`config.mk`:
```
export PLATFORM = sky130hd
export DESIGN_NAME = ooo_rob
export DESIGN_NICKNAME = d
export VERILOG_FILES = /design/src/rtl/rob_pkg.sv /design/src/rtl/rob_ptr.sv /design/src/rtl/rob_pick.sv /design/src/rtl/rob_src_cap.sv /design/src/rtl/rob_alu.sv /design/src/rtl/ooo_rob.sv
export SDC_FILE = /design/constraint.sdc
export NUM_CORES = 1
export LEC_CHECK = 0
export BUFFER_PORTS_ARGS = -buffer_cell sky130_fd_sc_hd__buf_2
export CAP_MARGIN = 20
export CORE_MARGIN = 5
export CORE_UTILIZATION = 56
export DETAILED_ROUTE_END_ITERATION = 8
export PLACE_DENSITY = 0.88
export SKIP_LAST_GASP = 1
export SLEW_MARGIN = 20
export SYNTH_ARGS = -nofsm -noshare
export SYNTH_HDL_FRONTEND = slang
export SYNTH_HIERARCHICAL = 1
export SYNTH_SLANG_ARGS = --single-unit
```
`constraint.sdc`:
```
create_clock -name clk -period 8.3 [get_ports clk]
set_input_delay 0.83 -clock clk [delete_from_list [all_inputs] [get_ports clk]]
set_output_delay 0.83 -clock clk [all_outputs]
set_load 0.1 [all_outputs]
```
`src/rtl/rob_pkg.sv`:
```
package rob_pkg;

  // Operation codes of the embedded ALU
  typedef enum logic [1:0] {
    OP_ADD = 2'b00,
    OP_SUB = 2'b01,
    OP_AND = 2'b10,
    OP_XOR = 2'b11
  } alu_op_e;

  localparam int SRC_N = 2;

endpackage

```
`src/rtl/rob_ptr.sv`:
```
module rob_ptr #(
  parameter int DEPTH = 4,
  parameter int TAG_W = $clog2(DEPTH)
) (
  input  logic             clk,
  input  logic             rst_n,
  input  logic             push,
  input  logic             pop,
  output logic [TAG_W-1:0] head_idx,
  output logic [TAG_W-1:0] tail_idx,
  output logic [TAG_W:0]   count,
  output logic             full,
  output logic             empty
);

  logic [TAG_W:0] head_q, tail_q;

  function automatic logic [TAG_W:0] bump(input logic [TAG_W:0] p);
    return p + 1'b1;
  endfunction

  always_ff @(posedge clk or negedge rst_n) begin
    if (!rst_n) begin
      head_q <= '0;
      tail_q <= '0;
    end else begin
      if (push) tail_q <= bump(tail_q);
      if (pop)  head_q <= bump(head_q);
    end
  end

  assign head_idx = head_q[TAG_W-1:0];
  assign tail_idx = tail_q[TAG_W-1:0];
  assign count    = tail_q - head_q;
  assign empty    = (head_q == tail_q);
  assign full     = (head_q[TAG_W] != tail_q[TAG_W]) && (head_idx == tail_idx);

  assert_no_push_when_full_R2: assert property (@(posedge clk) disable iff (!rst_n)
    full |-> !push);

  assert_no_pop_when_empty_R8: assert property (@(posedge clk) disable iff (!rst_n)
    empty |-> !pop);

  assert_count_bounded_R2: assert property (@(posedge clk) disable iff (!rst_n)
    count <= (TAG_W+1)'(DEPTH));

endmodule

```
`src/rtl/rob_pick.sv`:
```
module rob_pick #(
  parameter int DEPTH = 4,
  parameter int TAG_W = $clog2(DEPTH)
) (
  input  logic [TAG_W-1:0] head_idx,
  input  logic [TAG_W:0]   count,
  input  logic [DEPTH-1:0] cand,
  input  logic             enable,
  output logic             fire,
  output logic [TAG_W-1:0] tag
);

  // slot holding the entry that is 'age' places younger than the head
  function automatic logic [TAG_W-1:0] slot_at(input logic [TAG_W-1:0] base,
                                               input int unsigned age);
    return base + age[TAG_W-1:0];
  endfunction

  always_comb begin
    fire = 1'b0;
    tag  = '0;
    for (int unsigned a = 0; a < DEPTH; a++) begin
      if (!fire && enable && (a < 32'(count)) && cand[slot_at(head_idx, a)]) begin
        fire = 1'b1;
        tag  = slot_at(head_idx, a);
      end
    end
  end

endmodule

```
`src/rtl/rob_src_cap.sv`:
```
module rob_src_cap #(
  parameter int DATA_W = 16,
  parameter int TAG_W  = 2
) (
  input  logic              rf_valid,
  input  logic [DATA_W-1:0] rf_value,
  input  logic [TAG_W-1:0]  rf_tag,
  input  logic              bc_fire,
  input  logic [TAG_W-1:0]  bc_tag,
  input  logic [DATA_W-1:0] bc_value,
  input  logic              prod_done,
  input  logic [DATA_W-1:0] prod_value,
  output logic              cap_ready,
  output logic [DATA_W-1:0] cap_value,
  output logic [TAG_W-1:0]  cap_tag
);

  always_comb begin
    cap_tag = rf_tag;
    if (rf_valid) begin
      cap_ready = 1'b1;
      cap_value = rf_value;
    end else if (bc_fire && (bc_tag == rf_tag)) begin
      cap_ready = 1'b1;
      cap_value = bc_value;
    end else if (prod_done) begin
      cap_ready = 1'b1;
      cap_value = prod_value;
    end else begin
      cap_ready = 1'b0;
      cap_value = '0;
    end
  end

endmodule

```
`src/rtl/rob_alu.sv`:
```
module rob_alu
  import rob_pkg::*;
#(
  parameter int DATA_W = 16
) (
  input  alu_op_e           op,
  input  logic [DATA_W-1:0] a,
  input  logic [DATA_W-1:0] b,
  output logic [DATA_W-1:0] y
);

  function automatic logic [DATA_W-1:0] alu_calc(input alu_op_e o,
                                                 input logic [DATA_W-1:0] x,
                                                 input logic [DATA_W-1:0] z);
    unique case (o)
      OP_ADD:  return x + z;
      OP_SUB:  return x - z;
      OP_AND:  return x & z;
      default: return x ^ z;
    endcase
  endfunction

  assign y = alu_calc(op, a, b);

endmodule

```
`src/rtl/ooo_rob.sv`:
```
module ooo_rob
  import rob_pkg::*;
#(
  parameter int DEPTH  = 4,
  parameter int DATA_W = 16,
  parameter int REG_W  = 3,
  localparam int TAG_W = $clog2(DEPTH)
) (
  input  logic              clk,
  input  logic              rst_n,
  input  logic              disp_valid,
  input  logic [1:0]        disp_op,
  input  logic [REG_W-1:0]  disp_dst,
  output logic              disp_ready,
  output logic [TAG_W-1:0]  disp_tag,
  input  logic              s1_rf_valid,
  input  logic [DATA_W-1:0] s1_rf_value,
  input  logic [TAG_W-1:0]  s1_rf_tag,
  input  logic              s2_rf_valid,
  input  logic [DATA_W-1:0] s2_rf_value,
  input  logic [TAG_W-1:0]  s2_rf_tag,
  input  logic              exec_grant,
  input  logic              drain,
  output logic              ret_valid,
  output logic [REG_W-1:0]  ret_dst,
  output logic [TAG_W-1:0]  ret_tag,
  output logic [DATA_W-1:0] ret_value
);

  // ---------------- entry storage ----------------
  logic [DEPTH-1:0]  done_q;
  alu_op_e           op_q   [DEPTH];
  logic [REG_W-1:0]  dst_q  [DEPTH];
  logic [DATA_W-1:0] res_q  [DEPTH];
  logic [DATA_W-1:0] sval_q [SRC_N][DEPTH];
  logic [DEPTH-1:0]  srdy_q [SRC_N];
  logic [TAG_W-1:0]  stag_q [SRC_N][DEPTH];

  // ---------------- named internal events ----------------
  logic              disp_fire;
  logic              bc_fire;
  logic [TAG_W-1:0]  bc_tag;
  logic [DATA_W-1:0] bc_value;
  logic              head_done;
  logic              head_forced;
  logic [TAG_W-1:0]  head_idx, tail_idx;
  logic [TAG_W:0]    count;
  logic              full, empty;
  logic [DEPTH-1:0]  live;
  logic [DEPTH-1:0]  cand;

  // ---------------- pointers ----------------
  rob_ptr #(.DEPTH(DEPTH), .TAG_W(TAG_W)) u_ptr (
    .clk      (clk),
    .rst_n    (rst_n),
    .push     (disp_fire),
    .pop      (ret_valid),
    .head_idx (head_idx),
    .tail_idx (tail_idx),
    .count    (count),
    .full     (full),
    .empty    (empty)
  );

  function automatic logic [TAG_W-1:0] age_of(input int unsigned slot,
                                              input logic [TAG_W-1:0] base);
    return TAG_W'(slot) - base;
  endfunction

  always_comb begin
    for (int unsigned i = 0; i < DEPTH; i++) begin
      live[i] = ({1'b0, age_of(i, head_idx)} < count);
      cand[i] = live[i] && !done_q[i] && srdy_q[0][i] && srdy_q[1][i];
    end
  end

  // ---------------- execute selection and ALU ----------------
  rob_pick #(.DEPTH(DEPTH), .TAG_W(TAG_W)) u_pick (
    .head_idx (head_idx),
    .count    (count),
    .cand     (cand),
    .enable   (exec_grant || drain),
    .fire     (bc_fire),
    .tag      (bc_tag)
  );

  rob_alu #(.DATA_W(DATA_W)) u_alu (
    .op (op_q[bc_tag]),
    .a  (sval_q[0][bc_tag]),
    .b  (sval_q[1][bc_tag]),
    .y  (bc_value)
  );

  // ---------------- dispatch capture ----------------
  logic              rf_ok  [SRC_N];
  logic [DATA_W-1:0] rf_val [SRC_N];
  logic [TAG_W-1:0]  rf_tg  [SRC_N];
  logic              cap_ready [SRC_N];
  logic [DATA_W-1:0] cap_value [SRC_N];
  logic [TAG_W-1:0]  cap_tag   [SRC_N];

  assign rf_ok[0]  = s1_rf_valid;
  assign rf_val[0] = s1_rf_value;
  assign rf_tg[0]  = s1_rf_tag;
  assign rf_ok[1]  = s2_rf_valid;
  assign rf_val[1] = s2_rf_value;
  assign rf_tg[1]  = s2_rf_tag;

  for (genvar s = 0; s < SRC_N; s++) begin : g_src
    rob_src_cap #(.DATA_W(DATA_W), .TAG_W(TAG_W)) u_cap (
      .rf_valid   (rf_ok[s]),
      .rf_value   (rf_val[s]),
      .rf_tag     (rf_tg[s]),
      .bc_fire    (bc_fire),
      .bc_tag     (bc_tag),
      .bc_value   (bc_value),
      .prod_done  (done_q[rf_tg[s]]),
      .prod_value (res_q[rf_tg[s]]),
      .cap_ready  (cap_ready[s]),
      .cap_value  (cap_value[s]),
      .cap_tag    (cap_tag[s])
    );
  end

  assign disp_ready = !full && !drain;
  assign disp_fire  = disp_valid && disp_ready;
  assign disp_tag   = tail_idx;

  // ---------------- retire ----------------
  assign head_done   = done_q[head_idx];
  assign head_forced = drain && bc_fire && (bc_tag == head_idx);
  assign ret_valid   = !empty && (head_done || head_forced);
  assign ret_dst     = dst_q[head_idx];
  assign ret_tag     = head_idx;
  assign ret_value   = head_done ? res_q[head_idx] : bc_value;

  // ---------------- state update ----------------
  always_ff @(posedge clk or negedge rst_n) begin
    if (!rst_n) begin
      done_q <= '0;
    end else begin
      if (bc_fire)   done_q[bc_tag]   <= 1'b1;
      if (disp_fire) done_q[tail_idx] <= 1'b0;
    end
  end

  always_ff @(posedge clk) begin
    if (bc_fire) res_q[bc_tag] <= bc_value;
    for (int s = 0; s < SRC_N; s++) begin
      for (int i = 0; i < DEPTH; i++) begin
        if (bc_fire && live[i] && !srdy_q[s][i] && (stag_q[s][i] == bc_tag)) begin
          sval_q[s][i] <= bc_value;
          srdy_q[s][i] <= 1'b1;
        end
      end
    end
    if (disp_fire) begin
      op_q[tail_idx]  <= alu_op_e'(disp_op);
      dst_q[tail_idx] <= disp_dst;
      for (int s = 0; s < SRC_N; s++) begin
        sval_q[s][tail_idx] <= cap_value[s];
        srdy_q[s][tail_idx] <= cap_ready[s];
        stag_q[s][tail_idx] <= cap_tag[s];
      end
    end
  end

  // ---------------- assertions ----------------
  assert_head_has_operands_R5: assert property (@(posedge clk) disable iff (!rst_n)
    !empty |-> (srdy_q[0][head_idx] && srdy_q[1][head_idx]));

  assert_exec_target_ready_R5: assert property (@(posedge clk) disable iff (!rst_n)
    bc_fire |-> (srdy_q[0][bc_tag] && srdy_q[1][bc_tag] && !done_q[bc_tag] && live[bc_tag]));

  assert_exec_sets_done_R7: assert property (@(posedge clk) disable iff (!rst_n)
    bc_fire |=> done_q[$past(bc_tag)]);

  assert_exec_needs_slot_R7: assert property (@(posedge clk) disable iff (!rst_n)
    bc_fire |-> (exec_grant || drain));

  assert_drain_retires_head_R9: assert property (@(posedge clk) disable iff (!rst_n)
    (drain && !empty) |-> ret_valid);

  assert_drain_blocks_dispatch_R9: assert property (@(posedge clk) disable iff (!rst_n)
    drain |-> !disp_fire);

  assert_retire_shrinks_R8: assert property (@(posedge clk) disable iff (!rst_n)
    (ret_valid && !disp_fire) |=> (count == $past(count) - 1'b1));

  assert_dispatch_grows_R2: assert property (@(posedge clk) disable iff (!rst_n)
    (disp_fire && !ret_valid) |=> (count == $past(count) + 1'b1));

endmodule

```
==> run metrics <==
CTS root buf clkbuf_16; EDFF count, synth 228; share of layout cells above drive strength 1 32.3%; async set-or-reset flop fraction in the synthesized netlist 4.07%; Seq/Total Area, Yosys 48.3%; vias in the first global route 11900; Finish-stage setup viols 6; crit path launch type flop; TritonCTS clock tree yes; drt pass-1 iters 8; failing checks setup timing; critical path capture point type primary output; dpl hpwl 27100 um; Die Footprint 30200 um^2; multi-input logic area 7550 um^2; Setup crit end ret_value[12]; cells after synthesis 1258; Post-Syn Nets 1348; r2r setup slk 0.24 ns; n_diodes 0; Final ANT Viol Nets 0; Area Growth Syn to Fin 17.2%; RSZ-0062 raised after global routing yes; dominant cell type by area after synthesis edfxtp_1; Hold/Removal Path Class in -> async; Final WS setup -0.232 ns; core area 26700 um^2; max-slew violations 0; Avg WL per Cell 27.4 um; #FFs+latches synth 246; via count 12300; Max Cap Viol 0; antenna violations before repair 0; Setup CP Type reg -> out; H-tree levels 1; pin count of the biggest net entering global routing 48; Avg Cell Area, Syn 11.9 um^2; Synth top area share 45.6%; Worst Path Arrival 7.70 ns; Fillers 1621; clock buffer depth 3; Remaining DRCs 0; count leader, synth nand2_1; Die X 174 um; Critical Path Source u_ptr/tail_q[0]; port bufs 72; synth cell count leaders nand2_1, edfxtp_1, mux4_2; vias per cell 7.09; required time worst endpoint 7.47 ns; Synth area leaders edfxtp_1, mux4_2, nand2_1, ha_1, mux2_2; FP Rows 60; GRT Total Usage 28.2%; io pins 73; CP max FO 5; fmax 0.117 GHz; CP max stage delay 0.51 ns; final wirelength 47400 um; DRT iter0 DRCs 2203; FF/Latch Area 7260 um^2; highest-delay cell along the critical path fa_1; RR Startpoint u_ptr/tail_q[0]; outcome complete, but fails checks; count of cell types in the netlist 70; Slew headroom 29.4%; first-pass GRT wire length 66900 um; grt total ovfl 0; Die H 174 um; Final Hold Fails 0; Starting Density 56.3%; clk sinks 246; clk_lat worst skew 0.52 ns; Final period util 103%; clock transition at the registers of the reported paths 0.07 ns; gp weighted congestion 0.943; Cell Area, Synth 15000 um^2; post-layout min period 8.53 ns; Worst Skew 0.0155 ns; Ys Warns 6; pre-CTS setup slack -0.304 ns; worst-case reg-to-reg path depth 34; dominant synthesized flop cell edfxtp_1; Worst R2R End sval_q[0][47]; worst slew pin tran 1.06 ns; Nets 1468; TritonCTS buffer count 23
layer usage:
| metal | up-vias | part of all wire (%) | track usage (%) |
|---|---|---|---|
| li1 | 4917 | - | - |
| met1 | 5769 | 31 | 35.1 |
| met2 | 1253 | 47 | 46.9 |
| met3 | 342 | 14 | 5.98 |
| met4 | 0 | 7.3 | 14.5 |
| met5 | - | 0 | 0 |
worst min path at each step:
stage                 endpoint  depth (start not counted)
3_5_place_dp   u_ptr/tail_q[2]                          1
5_1_grt              done_q[1]                          1
4_1_cts              done_q[1]                          1
6_report             done_q[1]                          1
3_3_place_gp   u_ptr/head_q[2]                          1
2_1_floorplan     srdy_q[0][1]                          2
cell usage in the layout (no fill, tap or decap), types with 24 or more instances in the layout:
master	netlist	layout
a21oi_1	34	24
buf_2	30	56
buf_4	11	92
clkbuf_16	0	25
edfxtp_1	228	228
ha_1	40	33
mux2_2	41	40
mux4_2	91	91
nand2_1	327	326
nand4_1	37	37
nor2_1	42	39
nor2b_1	43	42
xnor2_1	42	40
critical path: cells and delay by family (launching register included):
family / cells / cell delay (ns)
XOR/XNOR: 1 / 0.13
flip-flops: 1 / 0.37
multiplexers: 3 / 1.18
AND/OR/NAND/NOR: 7 / 1.72
adder cells (fa/ha/maj): 4 / 1.31
AO/OA/AOI/OAI: 9 / 1.62
buffers and inverters: 7 / 0.83
logic make-up after synthesis:
group / share of synthesized area (%)
XOR/XNOR: 3.17
adder cells (fa/ha/maj): 3.60
AO/OA/AOI/OAI: 7.01
buffers and inverters: 3.82
flip-flops: 48.3
AND/OR/NAND/NOR: 15.3
multiplexers: 18.8
flip-flops by register name (all words and copies together) (netlist names):
name / count
done_q: 4
res_q: 64
srdy_q: 8
sval_q: 128
dst_q: 12
op_q: 8
u_ptr/tail_q: 3
stag_q: 16
u_ptr/head_q: 3
stage by stage:
stage               TNS [ns]  area, um^2  cells  hold WS, ns  utilization [%]
floorplan                  0       15000   1258        0.451                -
global placement    -0.00495       16000   1636        0.479             60.1
detailed placement    -0.731       16000   1637        0.481             60.2
CTS                   -0.101       16900   1686        0.177             63.6
global route           -2.45       17600   1732        0.184             66.1
finish                -0.865       17600   1732        0.169             66.1
cell type report:
type | instances | share of cell area, %
multi-input cells | 899 | 42.9
flip-flops and latches | 246 | 41.2
repair buffers | 180 | 8.77
clock buffers | 27 | 3.35
well taps | 341 | 2.42
clock inverters | 11 | 0.697
inverters | 28 | 0.611
what timing repair did:
action,in CTS,in global routing
setup endpoints to repair,11,12
pin swaps,7,32
resized for setup,14,70
setup buffers,10,46
hold buffers,0,0
cloned,1,2
Power is left out: the tool's default activity adds up to more than one toggle a clock period on the data nets, which glitch-free logic cannot reach.
